**config.mk**
```make
export PLATFORM = sky130hd
export DESIGN_NAME = pwm4_shadowed
export DESIGN_NICKNAME = d
export VERILOG_FILES = /design/src/rtl/pwm4_pkg.sv /design/src/rtl/pwm4_regs.sv /design/src/rtl/pwm4_prescale.sv /design/src/rtl/pwm4_chan.sv /design/src/rtl/pwm4_shadowed.sv
export SDC_FILE = /design/constraint.sdc
export NUM_CORES = 1
export LEC_CHECK = 0
export ABC_AREA = 1
export ABC_CLOCK_PERIOD_IN_PS = 2800
export BUFFER_PORTS_ARGS = -buffer_cell sky130_fd_sc_hd__buf_4
export CORE_MARGIN = 2
export CORE_UTILIZATION = 50
export DETAILED_ROUTE_END_ITERATION = 10
export PLACE_DENSITY = 0.72
export SLEW_MARGIN = 20
export SYNTH_ARGS = -nofsm -noshare
export SYNTH_HDL_FRONTEND = slang
export SYNTH_HIERARCHICAL = 1
export SYNTH_SLANG_ARGS = --single-unit
```
**constraint.sdc**
```tcl
create_clock -name clk -period 2.8 [get_ports clk]
set_input_delay 0.56 -clock clk [delete_from_list [all_inputs] [get_ports clk]]
set_output_delay 0.56 -clock clk [all_outputs]
set_load 0.05 [all_outputs]
```
**src/rtl/pwm4_pkg.sv**
```systemverilog
package pwm4_pkg;
  localparam int CTRL_INV_BIT = 5;
  localparam logic [6:0] GRP_PERIOD = 7'h20;
  localparam logic [6:0] GRP_DUTY   = 7'h21;
  localparam logic [6:0] GRP_CTRL   = 7'h22;

  typedef struct packed {
    logic       inv;
    logic [1:0] div;
  } ctrl_t;

  typedef enum logic [1:0] {SEL_NONE, SEL_PERIOD, SEL_DUTY, SEL_CTRL} sel_e;
endpackage

```
**src/rtl/pwm4_regs.sv**
```systemverilog
module pwm4_regs
  import pwm4_pkg::*;
#(
  parameter int NCH = 4,
  parameter int PW  = 16,
  parameter int AW  = 12
) (
  input  logic                      clk,
  input  logic                      rst,
  input  logic                      wr,
  input  logic [AW-1:0]             addr,
  input  logic [PW-1:0]             wdata,
  output logic [PW-1:0]             rdata,
  output logic [NCH-1:0][PW-1:0]    sh_period,
  output logic [NCH-1:0][PW-1:0]    sh_duty,
  output ctrl_t [NCH-1:0]           sh_ctrl,
  output logic [NCH-1:0]            period_wr
);
  localparam int GW  = AW - 5;
  localparam int CHW = 3;

  logic [GW-1:0]  grp;
  logic [CHW-1:0] ch;
  sel_e           sel;
  logic [PW-1:0]  rd_next;

  assign grp = addr[AW-1:5];
  assign ch  = addr[4:2];

  always_comb begin
    sel = SEL_NONE;
    if (addr[1:0] == 2'b00 && int'(ch) < NCH) begin
      if (grp == GW'(GRP_PERIOD))    sel = SEL_PERIOD;
      else if (grp == GW'(GRP_DUTY)) sel = SEL_DUTY;
      else if (grp == GW'(GRP_CTRL)) sel = SEL_CTRL;
    end
  end

  for (genvar c = 0; c < NCH; c++) begin : g_shadow
    logic hit_c;
    assign hit_c        = wr && (ch == CHW'(c));
    assign period_wr[c] = hit_c && (sel == SEL_PERIOD);

    always_ff @(posedge clk) begin
      if (rst) begin
        sh_period[c] <= '0;
        sh_duty[c]   <= '0;
        sh_ctrl[c]   <= '0;
      end else if (hit_c) begin
        case (sel)
          SEL_PERIOD: sh_period[c] <= wdata;
          SEL_DUTY:   sh_duty[c]   <= wdata;
          SEL_CTRL:   sh_ctrl[c]   <= '{inv: wdata[CTRL_INV_BIT], div: wdata[1:0]};
          default:    ;
        endcase
      end
    end
  end

  always_comb begin
    rd_next = '0;
    for (int c = 0; c < NCH; c++) begin
      if (ch == CHW'(c)) begin
        case (sel)
          SEL_PERIOD: rd_next = sh_period[c];
          SEL_DUTY:   rd_next = sh_duty[c];
          SEL_CTRL: begin
            rd_next[CTRL_INV_BIT] = sh_ctrl[c].inv;
            rd_next[1:0]          = sh_ctrl[c].div;
          end
          default: ;
        endcase
      end
    end
  end

  always_ff @(posedge clk) begin
    if (rst) rdata <= '0;
    else     rdata <= rd_next;
  end

  // writes outside the map leave every shadow register untouched
  p_unmapped_ignored_r3: assert property (@(posedge clk) disable iff (rst)
    (wr && sel == SEL_NONE) |=> ($stable(sh_period) && $stable(sh_duty) && $stable(sh_ctrl)));

  // unmapped reads return zero on the following cycle
  p_unmapped_reads_zero_r3: assert property (@(posedge clk) disable iff (rst)
    (sel == SEL_NONE) |=> (rdata == '0));
endmodule

```
**src/rtl/pwm4_prescale.sv**
```systemverilog
module pwm4_prescale #(
  parameter int DIVW = 2
) (
  input  logic            clk,
  input  logic            rst,
  input  logic            tick,
  input  logic            clr,
  input  logic [DIVW-1:0] div,
  output logic            ptick
);
  localparam int PREW = (1 << DIVW) - 1;

  logic [PREW-1:0] pre;
  logic [PREW-1:0] mask;

  assign mask  = PREW'((1 << div) - 1);
  assign ptick = tick && (pre == mask);

  always_ff @(posedge clk) begin
    if (rst || clr)  pre <= '0;
    else if (ptick)  pre <= '0;
    else if (tick)   pre <= pre + 1'b1;
  end

  // the tick count never runs past the selected divide ratio
  p_pre_in_range_r5: assert property (@(posedge clk) disable iff (rst)
    pre <= mask);
endmodule

```
**src/rtl/pwm4_chan.sv**
```systemverilog
module pwm4_chan
  import pwm4_pkg::*;
#(
  parameter int PW = 16
) (
  input  logic          clk,
  input  logic          rst,
  input  logic          tick,
  input  logic          period_wr,
  input  logic [PW-1:0] sh_period,
  input  logic [PW-1:0] sh_duty,
  input  ctrl_t         sh_ctrl,
  output logic          pwm
);
  logic          en;
  logic          pend;
  logic [PW-1:0] a_period;
  logic [PW-1:0] a_duty;
  ctrl_t         a_ctrl;
  logic [PW-1:0] cnt;
  logic          ptick;
  logic          bound;
  logic          commit;

  pwm4_prescale #(.DIVW(2)) u_pre (
    .clk   (clk),
    .rst   (rst),
    .tick  (tick && en),
    .clr   (commit),
    .div   (a_ctrl.div),
    .ptick (ptick)
  );

  assign bound  = en && ptick && (cnt == a_period - 1'b1);
  assign commit = pend && (!en || bound);

  always_ff @(posedge clk) begin
    if (rst) begin
      en       <= 1'b0;
      pend     <= 1'b0;
      a_period <= '0;
      a_duty   <= '0;
      a_ctrl   <= '0;
      cnt      <= '0;
      pwm      <= 1'b0;
    end else begin
      if (period_wr)   pend <= 1'b1;
      else if (commit) pend <= 1'b0;

      if (commit) begin
        a_period <= sh_period;
        a_duty   <= sh_duty;
        a_ctrl   <= sh_ctrl;
        en       <= (sh_period != '0);
        cnt      <= '0;
      end else if (bound) begin
        cnt <= '0;
      end else if (en && ptick) begin
        cnt <= cnt + 1'b1;
      end

      pwm <= en && ((cnt < a_duty) ^ a_ctrl.inv);
    end
  end

  // the counter stays inside the active period while running
  p_cnt_in_period_r4: assert property (@(posedge clk) disable iff (rst)
    en |-> (cnt < a_period));

  // active settings only move on a commit
  p_hold_until_commit_r9: assert property (@(posedge clk) disable iff (rst)
    !commit |=> ($stable(a_period) && $stable(a_duty) && $stable(a_ctrl)));

  // a stopped channel drives low on the next cycle
  p_disabled_low_r10: assert property (@(posedge clk) disable iff (rst)
    !en |=> !pwm);
endmodule

```
**src/rtl/pwm4_shadowed.sv**
```systemverilog
module pwm4_shadowed
  import pwm4_pkg::*;
#(
  parameter int NCH = 4,
  parameter int PW  = 16,
  parameter int AW  = 12
) (
  input  logic           clk,
  input  logic           rst,
  input  logic           tick,
  input  logic           bus_wr,
  input  logic [AW-1:0]  bus_addr,
  input  logic [PW-1:0]  bus_wdata,
  output logic [PW-1:0]  bus_rdata,
  output logic [NCH-1:0] pwm_out
);
  logic [NCH-1:0][PW-1:0] sh_period;
  logic [NCH-1:0][PW-1:0] sh_duty;
  ctrl_t [NCH-1:0]        sh_ctrl;
  logic [NCH-1:0]         period_wr;

  pwm4_regs #(.NCH(NCH), .PW(PW), .AW(AW)) u_regs (
    .clk       (clk),
    .rst       (rst),
    .wr        (bus_wr),
    .addr      (bus_addr),
    .wdata     (bus_wdata),
    .rdata     (bus_rdata),
    .sh_period (sh_period),
    .sh_duty   (sh_duty),
    .sh_ctrl   (sh_ctrl),
    .period_wr (period_wr)
  );

  for (genvar c = 0; c < NCH; c++) begin : g_chan
    pwm4_chan #(.PW(PW)) u_chan (
      .clk       (clk),
      .rst       (rst),
      .tick      (tick),
      .period_wr (period_wr[c]),
      .sh_period (sh_period[c]),
      .sh_duty   (sh_duty[c]),
      .sh_ctrl   (sh_ctrl[c]),
      .pwm       (pwm_out[c])
    );
  end
endmodule

```
==> impl_metrics.xml <==
<?xml version="1.0" encoding="UTF-8"?>
<metrics>
  <group name="outcome">
    <metric name="run_status" unit="">completed</metric>
  </group>
  <group name="layout">
    <metric name="final.fill_count" unit="">3975</metric>
    <metric name="postLayoutCoreUtil" unit="%">56.6</metric>
    <metric name="nNetsFinal" unit="">3367</metric>
    <metric name="regArea" unit="µm²">7700</metric>
    <metric name="postLayoutCellArea" unit="µm²">23800</metric>
    <metric name="most-common-layout-cells" unit="">nand2_1, nor2_1, inv_1</metric>
    <metric name="multi_input_area" unit="µm²">11300</metric>
    <metric name="area_growth_syn_to_layout" unit="%">12.0</metric>
    <metric name="antennaDiodeCount" unit="">0</metric>
    <metric name="drive_above_1_share" unit="%">7.90</metric>
    <metric name="final_common_cell" unit="">nand2_1</metric>
  </group>
  <group name="detailed_routing">
    <metric name="detailedRoute.firstPassIterationCount" unit="">6</metric>
    <metric name="drtIter0Drc" unit="">1722</metric>
    <metric name="post_drt_via_cell_ratio" unit="">5.30</metric>
    <metric name="detail_route.wirelength" unit="mm">57.8</metric>
    <metric name="antenna_violating_nets_post_route" unit="">0</metric>
    <metric name="drc_errors" unit="">0</metric>
    <metric name="wire_per_inst" unit="µm">15.1</metric>
    <metric name="via_count" unit="">20300</metric>
  </group>
  <group name="floorplan">
    <metric name="coreArea" unit="µm²">41900</metric>
    <metric name="die_height" unit="µm">210</metric>
    <metric name="site_rows" unit="">75</metric>
    <metric name="die_width" unit="µm">210</metric>
    <metric name="ios" unit="">52</metric>
    <metric name="initial_utilization" unit="%">50.6</metric>
    <metric name="fp.dieArea" unit="µm²">44100</metric>
  </group>
  <group name="placed_design">
    <metric name="placement.io_buffers" unit="">51</metric>
    <metric name="finalWeightedCongestion" unit="">1.00</metric>
    <metric name="placed_area" unit="µm²">22300</metric>
    <metric name="hpwlAfterDp" unit="mm">41.5</metric>
  </group>
  <group name="sta">
    <metric name="max_freq" unit="MHz">396</metric>
    <metric name="finalHoldViolCount" unit="">0</metric>
    <metric name="setup_viol" unit="">0</metric>
    <metric name="worst_slew_margin_rel" unit="%">57.4</metric>
    <metric name="hold_slack" unit="ns">0.322</metric>
    <metric name="slew_at_the_pin_closest_to_its_max_slew_limit" unit="ns">0.636</metric>
    <metric name="period_share" unit="%">90.1</metric>
    <metric name="report.final.slew_viol_count" unit="">0</metric>
    <metric name="timing.final.crit_period" unit="ns">2.52</metric>
    <metric name="clock-skew-final" unit="ns">0.0205</metric>
  </group>
  <group name="clocking">
    <metric name="cts_tree" unit="">yes</metric>
    <metric name="cts_root_buf" unit="">clkbuf_16</metric>
    <metric name="cts-htree-levels" unit="">2</metric>
    <metric name="clk_slew_on_worst_s_h_paths" unit="ns">0.06</metric>
    <metric name="cts_buffers" unit="">43</metric>
    <metric name="cts_sinks" unit="">384</metric>
    <metric name="max-clock-path-buffers" unit="">3</metric>
    <metric name="clk-insertion-delay-late" unit="ns">0.58</metric>
  </group>
  <group name="pwr">
    <metric name="ir_worst_vdd" unit="µV">654</metric>
    <metric name="leakage_power_total" unit="nW">9.79</metric>
    <metric name="switching_share" unit="%">22.4</metric>
    <metric name="p_seq_share" unit="%">47.6</metric>
    <metric name="switching_power" unit="mW">2.57</metric>
    <metric name="comb_power_share" unit="%">2.9</metric>
    <metric name="pwr_density_cell" unit="nW/µm²">483</metric>
    <metric name="fin_total_pwr" unit="mW">11.5</metric>
    <metric name="p_int" unit="mW">8.91</metric>
    <metric name="power.clock.fraction" unit="%">49.5</metric>
  </group>
  <group name="yosys">
    <metric name="yosysUniqueCellTypes" unit="">35</metric>
    <metric name="yosys_warnings" unit="">6</metric>
    <metric name="synth_area" unit="µm²">21200</metric>
    <metric name="syn-mean-instance-area" unit="µm²">6.54</metric>
    <metric name="synthesis.instances" unit="">3243</metric>
    <metric name="ys_seq_elements" unit="">384</metric>
    <metric name="sequential_share_of_the_synthesized_area" unit="%">36.2</metric>
    <metric name="mappedNetlistNets" unit="">3351</metric>
  </group>
  <group name="worst_setup_path">
    <metric name="timing.critical_path.max_delay_family" unit="">simple AND/OR/NAND/NOR gates</metric>
    <metric name="worst_setup_path_end_kind" unit="">register</metric>
    <metric name="series_of_cell_instances_along_the_critical_path" unit="">nor2_1 -&gt; nor2_1 -&gt; nor2_1 -&gt; nand3_1 -&gt; inv_1 -&gt; nand2_2 -&gt; inv_2 -&gt; nand3_1 -&gt; nor2_1 -&gt; nand3_1 -&gt; nor2_1 -&gt; nand2_1 -&gt; nor2_1 -&gt; nand4_1 -&gt; nand2_4 -&gt; clkbuf_16 -&gt; nand3_1 -&gt; nand2_1 -&gt; nor2_1</metric>
    <metric name="crit_fanout" unit="">29</metric>
    <metric name="slowest_stage" unit="">dfxtp_2</metric>
    <metric name="max_stage_delay" unit="ns">0.35</metric>
    <metric name="timing.critical_path.mode_cell" unit="">nor2_1</metric>
    <metric name="cp.buffers_inverters" unit="">3</metric>
    <metric name="worst-endpoint-arrival" unit="ns">2.99</metric>
    <metric name="critPathKind" unit="">register to register</metric>
    <metric name="setup.worst_path.start_class" unit="">register</metric>
    <metric name="worst-endpoint-required" unit="ns">3.27</metric>
  </group>
  <group name="grt">
    <metric name="grt_start_max_net_pins" unit="">64</metric>
    <metric name="gr-usage-all-layers" unit="%">26.1</metric>
    <metric name="gr-total-overflow" unit="">0</metric>
    <metric name="first_global_vias" unit="">18900</metric>
    <metric name="grt_antenna_before_repair" unit="">0</metric>
    <metric name="grt_pass1_wl" unit="mm">94.3</metric>
  </group>
  <group name="min_path">
    <metric name="hold_path_class" unit="">input pin to register</metric>
  </group>
  <group name="flow_run">
    <metric name="max_cap_viol_count" unit="">0</metric>
  </group>
</metrics>
sequential cells by signal (all words and copies together), names as in the netlist, 12 cells and up:
register	count
g_chan.u_chan/a_duty	64
g_chan.u_chan/a_period	64
g_chan.u_chan/cnt	64
u_regs/sh_duty	64
u_regs/sh_period	64
u_regs/rdata	16
g_chan.u_chan/a_ctrl	12
g_chan.u_chan/u_pre/pre	12
u_regs/sh_ctrl	12
cell type report:
cell class,instances,area share (%)
Clock buffer,63,5.23
Clock inverter,14,0.711
Inverter,442,6.98
Multi-Input combinational cell,2271,47.4
Sequential cell,384,32.4
Tap cell,539,2.84
Timing Repair Buffer,117,4.44
routing by layer:
metal / part of all wire, % / global-route usage, % / up-vias / routed length [µm]
met4: 2.7 / 8.41 / 0 / 1580
met2: 46 / 43.2 / 636 / 26500
met1: 44 / 35.0 / 9301 / 25400
met5: 0 / 0 / - / 0
met3: 7.5 / 4.19 / 98 / 4310
li1: - / - / 10300 / -
stage by stage:
step | setup WS (ns) | std cells | setup TNS [ns]
after CTS | 0.203 | 3827 | 0
after global placement | -0.0603 | 3750 | -2.09
final | 0.278 | 3830 | 0
after global routing | -0.000334 | 3830 | -0.000334
after floorplan | 0.384 | 3243 | 0
after detailed placement | -0.0706 | 3750 | -3.39
worst paths after layout:
kind                                           startpoint                                       to  slack (ns)  depth (start not counted)
hold / removal                                        rst       g_chan[1].u_chan/pend$_SDFFE_PP0P_        0.32                          2
setup / recovery  g_chan[3].u_chan/a_ctrl[1]$_SDFFE_PP0P_  g_chan[3].u_chan/a_duty[7]$_SDFFE_PP0P_        0.28                         19
hold reg to reg           u_regs/sh_duty[33]$_SDFFE_PP0P_          u_regs/sh_duty[33]$_SDFFE_PP0P_        0.46                          2
setup reg to reg  g_chan[3].u_chan/a_ctrl[1]$_SDFFE_PP0P_  g_chan[3].u_chan/a_duty[7]$_SDFFE_PP0P_        0.28                         19
kinds of logic after synthesis:
logic type	share of synthesized area, %
flip-flops	36.2
adder cells (fa/ha/maj)	4.48
AND/OR/NAND/NOR	33.0
multiplexers	0.377
AO/OA/AOI/OAI	10.6
buffers and inverters	10.9
XOR/XNOR	4.50
Yosys cell counts (all sizes together):
cell	n	area (µm²)
nor3b	5	37.5
o221a	4	45.0
nand4	30	188
o21a	8	60.1
nor2	474	1850
buf	55	302
o211ai	1	7.51
dfxtp	384	7690
nand3	331	1720
xor2	65	569
inv	442	1660
nand2	762	2900
nor3	11	66.3
a21oi	311	1560
mux2i	8	80.1
ha	76	951
xnor2	44	385
o21bai	4	30.0
o21ai	109	546
clkbuf	91	342
nand3b	12	90.1
nor4	12	125
or2	4	25.0
timing repair:
item | in CTS | in global routing
hold buffers | 0 | 0
endpoints found under the hold margin | 0 | 0
gates resized for setup | 0 | 10
buffers inserted | 0 | 1
endpoints found under the setup margin | 0 | 118
power groups by stage:
| stage | Clock [mW] | Sequential (mW) | Combinational [mW] |
|---|---|---|---|
| floorplan | 0 | 5.58 | 0.180 |
| global placement | 0 | 5.58 | 0.317 |
| detailed placement | 0 | 5.58 | 0.321 |
| CTS | 5.80 | 5.46 | 0.322 |
| global route | 6.00 | 5.46 | 0.359 |
| finish | 5.68 | 5.46 | 0.332 |
Note: power is estimated with default switching activity, not from simulation.
